===== config.mk =====
export PLATFORM = sky130hd
export DESIGN_NAME = mdio_mon
export DESIGN_NICKNAME = d
export VERILOG_FILES = /design/src/rtl/mdio_mon_pkg.sv /design/src/rtl/mdio_mon_sync.sv /design/src/rtl/mdio_mon_period.sv /design/src/rtl/mdio_mon.sv
export SDC_FILE = /design/constraint.sdc
export NUM_CORES = 1
export LEC_CHECK = 0
export BUFFER_PORTS_ARGS = -buffer_cell sky130_fd_sc_hd__buf_2
export CAP_MARGIN = 0
export CELL_PAD_IN_SITES_DETAIL_PLACEMENT = 0
export CELL_PAD_IN_SITES_GLOBAL_PLACEMENT = 1
export CORE_ASPECT_RATIO = 1.4
export CORE_MARGIN = 5
export CORE_UTILIZATION = 30
export CTS_BUF_LIST = sky130_fd_sc_hd__clkbuf_8 sky130_fd_sc_hd__clkbuf_16
export DETAILED_ROUTE_END_ITERATION = 16
export PLACE_DENSITY_LB_ADDON = 0.3
export SYNTH_ARGS = -nofsm -noshare
export SYNTH_HDL_FRONTEND = slang
export SYNTH_HIERARCHICAL = 1
export SYNTH_SLANG_ARGS = --single-unit

===== constraint.sdc =====
create_clock -name clk -period 6.4 [get_ports clk]
set_input_delay 1.28 -clock clk [delete_from_list [all_inputs] [get_ports clk]]
set_output_delay 1.28 -clock clk [all_outputs]
set_load 0.005 [all_outputs]

===== src/rtl/mdio_mon_pkg.sv =====
package mdio_mon_pkg;
    localparam int ADDR_W     = 5;
    localparam int DATA_W     = 16;
    localparam int FRAME_BITS = 64;
    localparam int PRE_BITS   = 32;
    localparam int IDX_W      = $clog2(FRAME_BITS);
    localparam int SHIFT_W    = 2 * ADDR_W + DATA_W;

    typedef enum logic [2:0] {
        S_PRE, S_START, S_OP, S_PHY, S_REG, S_TA, S_DATA, S_ERR
    } state_t;

    typedef enum logic [2:0] {
        E_NONE    = 3'd0,
        E_PRE     = 3'd1,
        E_START   = 3'd2,
        E_OP      = 3'd3,
        E_TA      = 3'd4,
        E_TIMEOUT = 3'd5
    } err_t;
endpackage


===== src/rtl/mdio_mon_sync.sv =====
module mdio_mon_sync #(
    parameter int STAGES = 2
) (
    input  logic clk,
    input  logic rst_n,
    input  logic mdc_i,
    input  logic mdio_i,
    output logic edge_o,
    output logic bit_o
);
    logic [STAGES-1:0] mdc_q;
    logic [STAGES-1:0] mdio_q;
    logic              mdc_prev;

    for (genvar g = 0; g < STAGES; g++) begin : g_stage
        always_ff @(posedge clk or negedge rst_n) begin
            if (!rst_n) begin
                mdc_q[g]  <= 1'b0;
                mdio_q[g] <= 1'b0;
            end else if (g == 0) begin
                mdc_q[g]  <= mdc_i;
                mdio_q[g] <= mdio_i;
            end else begin
                mdc_q[g]  <= mdc_q[(g == 0) ? 0 : g - 1];
                mdio_q[g] <= mdio_q[(g == 0) ? 0 : g - 1];
            end
        end
    end

    always_ff @(posedge clk or negedge rst_n) begin
        if (!rst_n) mdc_prev <= 1'b0;
        else        mdc_prev <= mdc_q[STAGES-1];
    end

    assign edge_o = mdc_q[STAGES-1] & ~mdc_prev;
    assign bit_o  = mdio_q[STAGES-1];


    edge_gap_chk: assert property (@(posedge clk) disable iff (!rst_n)
        edge_o |=> !edge_o);
endmodule


===== src/rtl/mdio_mon_period.sv =====
module mdio_mon_period #(
    parameter int CNT_W      = 16,
    parameter int IDX_W      = 6,
    parameter int DEF_PERIOD = 64
) (
    input  logic clk,
    input  logic rst_n,
    input  logic edge_i,
    input  logic first_i,
    output logic stall_o
);
    localparam int SPAN_W = CNT_W + IDX_W;
    localparam int CMP_W  = SPAN_W + 3;

    logic [CNT_W-1:0]  idle;
    logic [IDX_W-1:0]  nint;
    logic [SPAN_W-1:0] span;
    logic [SPAN_W:0]   span_sum;
    logic [CMP_W-1:0]  lhs, rhs;

    assign span_sum = {1'b0, span} + (SPAN_W+1)'(idle) + 1'b1;

    always_ff @(posedge clk or negedge rst_n) begin
        if (!rst_n) begin
            idle <= '0;
            nint <= '0;
            span <= '0;
        end else if (edge_i) begin
            idle <= '0;
            if (first_i) begin
                nint <= '0;
                span <= '0;
            end else begin
                if (nint != '1) nint <= nint + 1'b1;
                span <= span_sum[SPAN_W] ? '1 : span_sum[SPAN_W-1:0];
            end
        end else if (idle != '1) begin
            idle <= idle + 1'b1;
        end
    end

    // idle > 1.5 * span / nint, cross-multiplied to avoid a divider
    always_comb begin
        if (nint == '0) begin
            lhs = CMP_W'(idle) << 1;
            rhs = CMP_W'(DEF_PERIOD) * CMP_W'(3);
        end else begin
            lhs = (CMP_W'(idle) * CMP_W'(nint)) << 1;
            rhs = CMP_W'(span) * CMP_W'(3);
        end
    end

    assign stall_o = lhs > rhs;


    stall_quiet_chk: assert property (@(posedge clk) disable iff (!rst_n)
        edge_i |=> !stall_o);
endmodule


===== src/rtl/mdio_mon.sv =====
module mdio_mon
    import mdio_mon_pkg::*;
#(
    parameter int SYNC_STAGES = 2,
    parameter int CNT_W       = 16,
    parameter int DEF_PERIOD  = 64
) (
    input  logic              clk,
    input  logic              rst_n,
    input  logic              mdc,
    input  logic              mdio,
    output logic              frame_valid,
    output logic              is_read,
    output logic [ADDR_W-1:0] phy_addr,
    output logic [ADDR_W-1:0] reg_addr,
    output logic [DATA_W-1:0] data,
    output logic              error_valid,
    output logic [2:0]        error_code
);
    localparam int CNT_FW = $clog2(DATA_W);

    logic bit_edge, bit_val, stall;

    state_t              state, state_n;
    logic [IDX_W-1:0]    idx, idx_n;
    logic                second, sec_n;
    logic [CNT_FW-1:0]   fcnt, cnt_n;
    logic                op1, op_n;
    logic [SHIFT_W-1:0]  sh, sh_n;
    err_t                ecode, ecode_n;
    logic                done, raise, err_hit;
    err_t                raise_code, err_kind;

    mdio_mon_sync #(.STAGES(SYNC_STAGES)) u_sync (
        .clk(clk), .rst_n(rst_n), .mdc_i(mdc), .mdio_i(mdio),
        .edge_o(bit_edge), .bit_o(bit_val)
    );

    mdio_mon_period #(.CNT_W(CNT_W), .IDX_W(IDX_W), .DEF_PERIOD(DEF_PERIOD)) u_period (
        .clk(clk), .rst_n(rst_n), .edge_i(bit_edge),
        .first_i(bit_edge && idx == '0), .stall_o(stall)
    );

    always_comb begin
        state_n    = state;
        idx_n      = idx;
        sec_n      = second;
        cnt_n      = fcnt;
        op_n       = op1;
        sh_n       = sh;
        ecode_n    = ecode;
        done       = 1'b0;
        raise      = 1'b0;
        raise_code = E_NONE;
        err_hit    = 1'b0;
        err_kind   = E_NONE;
        if (bit_edge) begin
            idx_n = idx + 1'b1;
            if (idx == '0 && !bit_val) begin
                state_n = S_START;
                sec_n   = 1'b1;
            end else begin
                unique case (state)
                    S_PRE: begin
                        if (!bit_val) begin
                            err_hit = 1'b1; err_kind = E_PRE;
                        end else if (idx == IDX_W'(PRE_BITS - 1)) begin
                            state_n = S_START; sec_n = 1'b0;
                        end
                    end
                    S_START: begin
                        if (!second) begin
                            if (bit_val) begin err_hit = 1'b1; err_kind = E_START; end
                            else sec_n = 1'b1;
                        end else if (!bit_val) begin
                            err_hit = 1'b1; err_kind = E_START;
                        end else begin
                            state_n = S_OP; sec_n = 1'b0;
                        end
                    end
                    S_OP: begin
                        if (!second) begin
                            op_n = bit_val; sec_n = 1'b1;
                        end else if (bit_val == op1) begin
                            err_hit = 1'b1; err_kind = E_OP;
                        end else begin
                            state_n = S_PHY; sec_n = 1'b0; cnt_n = '0;
                        end
                    end
                    S_PHY, S_REG: begin
                        sh_n  = {sh[SHIFT_W-2:0], bit_val};
                        cnt_n = fcnt + 1'b1;
                        if (fcnt == CNT_FW'(ADDR_W - 1)) begin
                            cnt_n   = '0;
                            state_n = (state == S_PHY) ? S_REG : S_TA;
                            sec_n   = 1'b0;
                        end
                    end
                    S_TA: begin
                        if (!second) begin
                            if (!op1 && !bit_val) begin err_hit = 1'b1; err_kind = E_TA; end
                            else sec_n = 1'b1;
                        end else if (bit_val) begin
                            err_hit = 1'b1; err_kind = E_TA;
                        end else begin
                            state_n = S_DATA; cnt_n = '0;
                        end
                    end
                    S_DATA: begin
                        sh_n  = {sh[SHIFT_W-2:0], bit_val};
                        cnt_n = fcnt + 1'b1;
                        if (fcnt == CNT_FW'(DATA_W - 1)) done = 1'b1;
                    end
                    S_ERR: begin
                        if (idx == IDX_W'(FRAME_BITS - 1)) begin
                            raise = 1'b1; raise_code = ecode;
                        end
                    end
                endcase
            end
        end else if (state == S_ERR && stall) begin
            raise = 1'b1; raise_code = E_TIMEOUT;
        end
        if (err_hit) begin
            state_n = S_ERR;
            ecode_n = err_kind;
        end
        if (done || raise) begin
            state_n = S_PRE;
            idx_n   = '0;
            sec_n   = 1'b0;
            cnt_n   = '0;
        end
    end

    always_ff @(posedge clk or negedge rst_n) begin
        if (!rst_n) begin
            state  <= S_PRE;
            idx    <= '0;
            second <= 1'b0;
            fcnt   <= '0;
            op1    <= 1'b0;
            sh     <= '0;
            ecode  <= E_NONE;
        end else begin
            state  <= state_n;
            idx    <= idx_n;
            second <= sec_n;
            fcnt   <= cnt_n;
            op1    <= op_n;
            sh     <= sh_n;
            ecode  <= ecode_n;
        end
    end

    always_ff @(posedge clk or negedge rst_n) begin
        if (!rst_n) begin
            frame_valid <= 1'b0;
            is_read     <= 1'b0;
            phy_addr    <= '0;
            reg_addr    <= '0;
            data        <= '0;
            error_valid <= 1'b0;
            error_code  <= 3'd0;
        end else begin
            frame_valid <= done;
            error_valid <= raise;
            if (done) begin
                is_read  <= op1;
                phy_addr <= sh_n[SHIFT_W-1 -: ADDR_W];
                reg_addr <= sh_n[DATA_W +: ADDR_W];
                data     <= sh_n[DATA_W-1:0];
            end
            if (raise) error_code <= raise_code;
        end
    end


    fv_pulse_chk: assert property (@(posedge clk) disable iff (!rst_n)
        frame_valid |=> !frame_valid);

    excl_chk: assert property (@(posedge clk) disable iff (!rst_n)
        !(frame_valid && error_valid));

    err_edge_chk: assert property (@(posedge clk) disable iff (!rst_n)
        (error_valid && error_code != 3'd5) |-> $past(bit_edge));

    timeout_err_chk: assert property (@(posedge clk) disable iff (!rst_n)
        (error_valid && error_code == 3'd5) |-> $past(state == S_ERR && !bit_edge));

    code_range_chk: assert property (@(posedge clk) disable iff (!rst_n)
        error_valid |-> (error_code >= 3'd1 && error_code <= 3'd5));
endmodule


==> results.txt, run 1 <==
outcome: finished with violations
CTS Hold Bufs: 0
CP Class: flip-flop to flip-flop
Slew @ Worst Pin: 0.7970 ns
CTS Root Cell: clkbuf_16
min Tclk post-route: 6.516 ns
YS warnings: 6
biggest area consumer among synthesized cells: dfrtp_1
H-tree lvl count: 4
maximum clock rate: 153.5 MHz
DRT iter0 DRCs: 313
Slew HR: 46.54%
Crit Path Max Fanout: 6
Avg Inst Size Synth: 9.390 um^2
failing checks: setup timing
final hold viol count: 0
CP max stage cell: fa_1
layout cells sized above 1: 25.64%
Post-synth EDFFs: 0
Power Dens Cells: 283.5 mW/mm^2
area of the multi-input gates: 0.007885 mm^2
placed cell count: 1743
core box area: 0.03742 mm^2
Cells after Synth: 1202
PnR worst setup slack: -0.1157 ns
hold crit path type: flip-flop to flip-flop
via-per-instance ratio: 4.937
Buf+Inv Stages, Crit Path: 3
Synth Area in Compound Gates: 15.91%
row count: 84
GPL Wtd Cong: 0.7880
Post-Syn Nets: 1363
Reg area: 0.003138 mm^2
Pre-antenna DRT Iters: 6
Crit path arrival time: 6.83 ns
largest net degree at the start of global routing: 70
GRT overflow: 0
CP delay by family, top: adder cells
# setup viols final: 8
TritonCTS clock tree: built
simple-gate share of the synthesized area: 17.55%
I/O Pins: 36
Clk Latency, worst-skew pair: 0.43 ns
Startpoint Class: flip-flop
MaxCap Viol Count: 0
drt wl/cell: 16.07 um
CTS Sinks: 125
Post-Place Setup Slack: -0.5914 ns
post-synthesis mux area share: 6.751%
CP max stage delay: 0.52 ns
Initial Util: 30.17%
period utilization: 101.8%
Die X-Extent: 173.9 um
dpl hpwl: 22180 um
combinational family with the most area after synthesis: adder cells
vias in the first global route: 9162
Final Max Tran Viols: 0
DR DRC count: 0
top cell type's share of synthesized area: 27.71%
Post-Route WL: 28840 um
FILL cells: 3840
# diodes: 0
share of flip-flops with an asynchronous set or reset: 100.0%
DIE HEIGHT: 239.5 um
skew final: 0.005419 ns
Final ANT Viol Nets: 0
Most used DFF post-synth: dfrtp_1
Worst-path clk slew: 0.06 ns
Peak supply drop: 235.8 uV
initial antenna violation count: 0
Layout Cells excl Fill: 1795
Area contributors post-synth: dfrtp_1 28%, ha_1 11%, fa_1 10%, and2_1 4.5%, inv_1 3.6%
post-synthesis register bit count: 125
static leakage: 6.930 nW
total CTS buffers: 17
Setup crit end kind: flip-flop
global-route wire length before repair: 46910 um
post-synthesis xor/xnor area fraction: 4.423%
Longest Clk Path Bufs: 2
unrepaired setup endpoints after global routing: yes
NumNets Final: 1472
Syn-to-layout area delta: 21.90%
Die ar.: 0.04166 mm^2
Port-buffer cells: 35
Post-Synth Adder-Cell Area: 21.33%
Overall Global Routing Usage: 13.96%
Setup TNS Final: -0.4884 ns
Netlist cell types: 89
routed via count: 8862
post-synthesis sequential area ratio: 27.71%
Synth Cell Area: 0.01129 mm^2
Worst Path Required: 6.71 ns
==> state kept, by name, indices dropped and copies added, names as in the netlist, 2 cells and up <==
| register | flops |
|---|---|
| data | 16 |
| ecode | 3 |
| error_code | 3 |
| fcnt | 4 |
| idx | 6 |
| phy_addr | 5 |
| reg_addr | 5 |
| sh | 26 |
| state | 3 |
| u_period/idle | 16 |
| u_period/nint | 6 |
| u_period/span | 22 |
| u_sync/mdc_q | 2 |
==> cells in the mapped netlist, types with 8 or more instances <==
master	n
nor3_1	14
fa_1	59
buf_6	8
nand3_1	23
and3_1	17
mux2_4	22
xor2_1	27
inv_1	107
a31oi_1	15
a21o_1	40
o21ai_0	49
ha_1	98
nand2_1	84
nor2_1	65
a21oi_1	68
nand4_1	16
and2_1	82
xnor2_1	30
o21bai_1	8
buf_2	8
nand3b_1	8
a211oi_1	14
clkbuf_1	38
nand2b_1	11
o211ai_1	8
mux2_2	32
dfrtp_1	125
==> area by class of cell <==
| type | instances | share of cell area (%) |
|---|---|---|
| inverter | 109 | 2.974 |
| sequential | 125 | 22.81 |
| tap | 473 | 4.301 |
| clock buffer | 22 | 3.592 |
| multi-input combinational | 910 | 57.31 |
| timing repair buffer | 148 | 7.838 |
| clock inverter | 8 | 1.182 |
==> final timing paths <==
kind / start / endpoint / slack (ns) / depth (start not counted)
worst max-delay path: u_period/nint[1] / state[1] / -0.12 / 29
worst min-delay path: u_sync/mdio_q[0] / u_sync/bit_o / 0.35 / 0
worst max register to register: u_period/nint[1] / state[1] / -0.12 / 29
worst min register to register: u_sync/mdio_q[0] / u_sync/bit_o / 0.35 / 0
max in group asynchronous: rst_n / u_period/idle[4] / 4.30 / 2
min in group asynchronous: rst_n / data[10] / 0.85 / 1
==> worst register-to-register path, delay by kind of cell, from the launching register on <==
family	cells	cell delay, ns
adder cells (fa/ha/maj)	5	2.03
AO/OA/AOI/OAI	12	1.75
AND/OR/NAND/NOR	7	1.17
buffers and inverters	3	0.46
flip-flops	1	0.45
multiplexers	1	0.29
XOR/XNOR	1	0.26
==> logic make-up after synthesis <==
family / Yosys count
muxes: 61
and+or+nand+nor: 369
DFF: 125
adders and majority gates: 157
AOI/OAI and AO/OA: 266
buffers and inverters: 167
xor gates and xnor gates: 57
==> report_power, final <==
group	total, W	internal [W]	switching (W)	leakage, nW
Sequential	0.00105	0.000891	0.000162	1.68
Clock	0.00109	0.000735	0.000351	0.331
Combinational	0.00176	0.000800	0.000962	4.92
==> through the flow <==
| step | total power (W) | cell area (um^2) | hold slack [ns] | utilization, % |
|---|---|---|---|---|
| 3_5_place_dp | 0.002685 | 12510 | 0.3358 | 33.43 |
| 6_report | 0.003900 | 13760 | 0.3455 | 36.77 |
| 4_1_cts | 0.003900 | 13480 | 0.3483 | 36.03 |
| 5_1_grt | 0.004199 | 13760 | 0.3541 | 36.77 |
| 2_1_floorplan | 0.002156 | 11410 | 0.3312 | - |
| 3_3_place_gp | 0.002673 | 12510 | 0.3339 | 33.43 |
==> cell usage in the layout, fill, tap and decap left out, types with 12 or more instances in the layout <==
master / instances
a211oi_1: 14
a21o_1: 40
a21oi_1: 58
a31oi_1: 12
and2_1: 71
and3_1: 16
buf_2: 34
buf_4: 100
buf_6: 14
clkbuf_16: 17
dfrtp_1: 117
fa_1: 57
ha_1: 86
inv_1: 100
mux2_2: 32
mux2_4: 22
nand2_1: 82
nand3_1: 21
nand4_1: 16
nor2_1: 63
o21ai_0: 41
xnor2_1: 30
xor2_1: 26
==> what timing repair did <==
action	CTS	global route
setup buffers	17	6
endpoints found under the setup margin	18	18
pin swaps	43	76
resized for setup	53	61
==> routing by layer <==
metal	vias to the layer above	routed length, um	track usage [%]
li1	4388	-	-
met4	0	739	4.730
met5	-	0	0
met1	4314	11760	15.58
met3	40	751	2.289
met2	120	15590	26.76
Power figures use the tool's default switching activity.
==> run 2, diff against run 1 <==
PLACE_DENSITY_LB_ADDON = 0.05   (was 0.3)
==> run 2 against run 1 <==
The flow still finishes with violations (setup timing); register-to-register slack worse by 0.04 ns; global-route usage grew 1.3 points; count of clock-buffer cells in the layout is 5 lower; total power fell by 3.5%; sequential power about the same.
==> results.txt, run 2 (same netlist as run 1, synthesis figures left out) <==
outcome: finished with violations (unchanged)
failing checks: setup timing (unchanged)
Worst-path clk slew: 0.08 ns (was 0.06 ns)
Port-buffer cells: 35 (unchanged)
H-tree lvl count: 4 (unchanged)
most frequent cells in the layout: 121 x dfrtp_1, 103 x inv_1, 99 x buf_4 (was 117 x dfrtp_1, 100 x inv_1, 100 x buf_4)
TritonCTS clock tree: built (unchanged)
Peak supply drop: 220.3 uV (was 235.8 uV)
Biggest register: sh (unchanged)
GRT overflow: 0 (unchanged)
Slew HR: 45.02% (was 46.54%)
Initial Util: 30.17% (unchanged)
CP max stage delay: 0.52 ns (about the same)
CTS Hold Bufs: 0 (unchanged)
DR DRC count: 0 (unchanged)
skew final: 0.01713 ns (was 0.005419 ns)
Layout Cells excl Fill: 1794 (was 1795)
routed via count: 8807 (was 8862)
placed cell count: 1748 (was 1743)
vias in the first global route: 9487 (was 9162)
static leakage: 6.881 nW (was 6.930 nW)
MaxCap Viol Count: 0 (unchanged)
Post-Route WL: 30970 um (was 28840 um)
GPL Wtd Cong: 0.7752 (was 0.7880)
# setup viols final: 13 (was 8)
layout cells sized above 1: 24.07% (was 25.64%)
design area: 0.01356 mm^2 (was 0.01376 mm^2)
unrepaired setup endpoints after global routing: yes (unchanged)
Die ar.: 0.04166 mm^2 (unchanged)
Post-Place Setup Slack: -0.6546 ns (was -0.5914 ns)
Power, Total: 0.003762 W (was 0.003900 W)
min Tclk post-route: 6.553 ns (was 6.516 ns)
drt wl/cell: 17.26 um (was 16.07 um)
CTS Sinks: 125 (unchanged)
# diodes: 0 (unchanged)
Setup crit end kind: flip-flop (unchanged)
commonest non-fill, non-tap cell in the layout: dfrtp_1 (unchanged)
DIE HEIGHT: 239.5 um (unchanged)
initial antenna violation count: 0 (unchanged)
PnR worst setup slack: -0.1526 ns (was -0.1157 ns)
DRT iter0 DRCs: 241 (was 313)
Final Max Tran Viols: 0 (unchanged)
NumNets Final: 1469 (was 1472)
period utilization: 102.4% (was 101.8%)
Die X-Extent: 173.9 um (unchanged)
global-route wire length before repair: 50850 um (was 46910 um)
FILL cells: 3833 (was 3840)
dpl cell area: 0.01255 mm^2 (was 0.01251 mm^2)
Clk Latency, worst-skew pair: 0.44 ns (was 0.43 ns)
hold crit path type: flip-flop to flip-flop (unchanged)
Power Dens Cells: 277.4 mW/mm^2 (was 283.5 mW/mm^2)
row count: 84 (unchanged)
core box area: 0.03742 mm^2 (unchanged)
Overall Global Routing Usage: 15.30% (was 13.96%)
Crit Path Max Fanout: 6 (unchanged)
Final ANT Viol Nets: 0 (unchanged)
largest net degree at the start of global routing: 76 (was 70)
Slew @ Worst Pin: 0.8197 ns (was 0.7970 ns)
fin util: 36.24% (was 36.77%)
Worst R2R Path Depth: 29 (unchanged)
CP Class: flip-flop to flip-flop (unchanged)
Worst Path Required: 6.77 ns (was 6.71 ns)
maximum clock rate: 152.6 MHz (was 153.5 MHz)
final hold viol count: 0 (unchanged)
Top Registers: sh x26, u_period/span x22 (unchanged)
via-per-instance ratio: 4.909 (was 4.937)
Crit path arrival time: 6.92 ns (was 6.83 ns)
Startpoint Class: flip-flop (unchanged)
CTS Root Cell: clkbuf_16 (unchanged)
I/O Pins: 36 (unchanged)
Longest Clk Path Bufs: 2 (unchanged)
dpl hpwl: 24210 um (was 22180 um)
total CTS buffers: 17 (unchanged)
Pre-antenna DRT Iters: 4 (was 6)
number of flip-flops under the largest register name: 26 (unchanged)
Syn-to-layout area delta: 20.14% (was 21.90%)
worst hold path cell count: 0 (unchanged)
CP max stage cell: fa_1 (unchanged)
## run 2: cell count changes in the layout (fill, tap and decap cells not counted), moves of 5 or more
cell       change
clkinv_8       +6
and2_4         -6
and2_1         +6
ha_4           -6
bufinv_16      -5
inv_8          +5
inv_2          -5
clkbuf_8       -5
## run 2: metal layers
layer / up-vias / share of wire, % / global-route usage [%]
li1: 4386 / - / -
met5: - / 0 / 0
met4: 0 / 1.4 / 3.794
met1: 4307 / 40 / 16.82
met2: 89 / 56 / 30.28
met3: 25 / 2.5 / 2.558
## run 2: power by group
part | switching (W) | internal [W] | total [W] | leakage, nW
clock | 0.000464 | 0.000530 | 0.000994 | 0.295
combinational | 0.000948 | 0.000766 | 0.00171 | 4.90
sequential | 0.000165 | 0.000889 | 0.00105 | 1.69
## run 2: area by class of cell
cell class	count	area, um^2	area share [%]
multi-input cells	910	7747	57.13
flip-flops and latches	125	3133	23.10
repair buffers	145	1066	7.861
well taps	473	591.8	4.364
clock buffers	17	425.4	3.137
inverters	109	409.1	3.017
clock inverters	15	187.7	1.384
## run 2: critical path, delay by kind of cell (launching register included)
kind                       cells  cell delay, ns
adders and majority gates      5            2.07
and+or+nand+nor                9            1.91
AOI/OAI and AO/OA              7            1.08
buffers and inverters          7            0.83
DFF                            1            0.43
xor gates and xnor gates       1            0.17
## run 2: timing repair
action | CTS | global route
resized for setup | 64 | 10
endpoints found under the setup margin | 18 | 18
setup buffers | 14 | 0
pin swaps | 58 | 21
## run 2: path summary, 6_finish.rpt
kind	from	to	slack, ns
max	u_period/nint[2]	fcnt[1]	-0.15
min	u_sync/mdio_q[0]	u_sync/bit_o	0.35
max in group asynchronous	rst_n	phy_addr[4]	4.31
min reg2reg	u_sync/mdio_q[0]	u_sync/bit_o	0.35
min in group asynchronous	rst_n	fcnt[0]	0.86
max reg2reg	u_period/nint[2]	fcnt[1]	-0.15
## run 2: through the flow
step | hold slack [ns] | TNS [ns]
finish | 0.3548 | -1.073
global route | 0.3675 | -7.001
CTS | 0.3597 | -3.678
detailed placement | 0.3476 | -6.693
global placement | 0.3376 | -6.151
floorplan | 0.3312 | 0
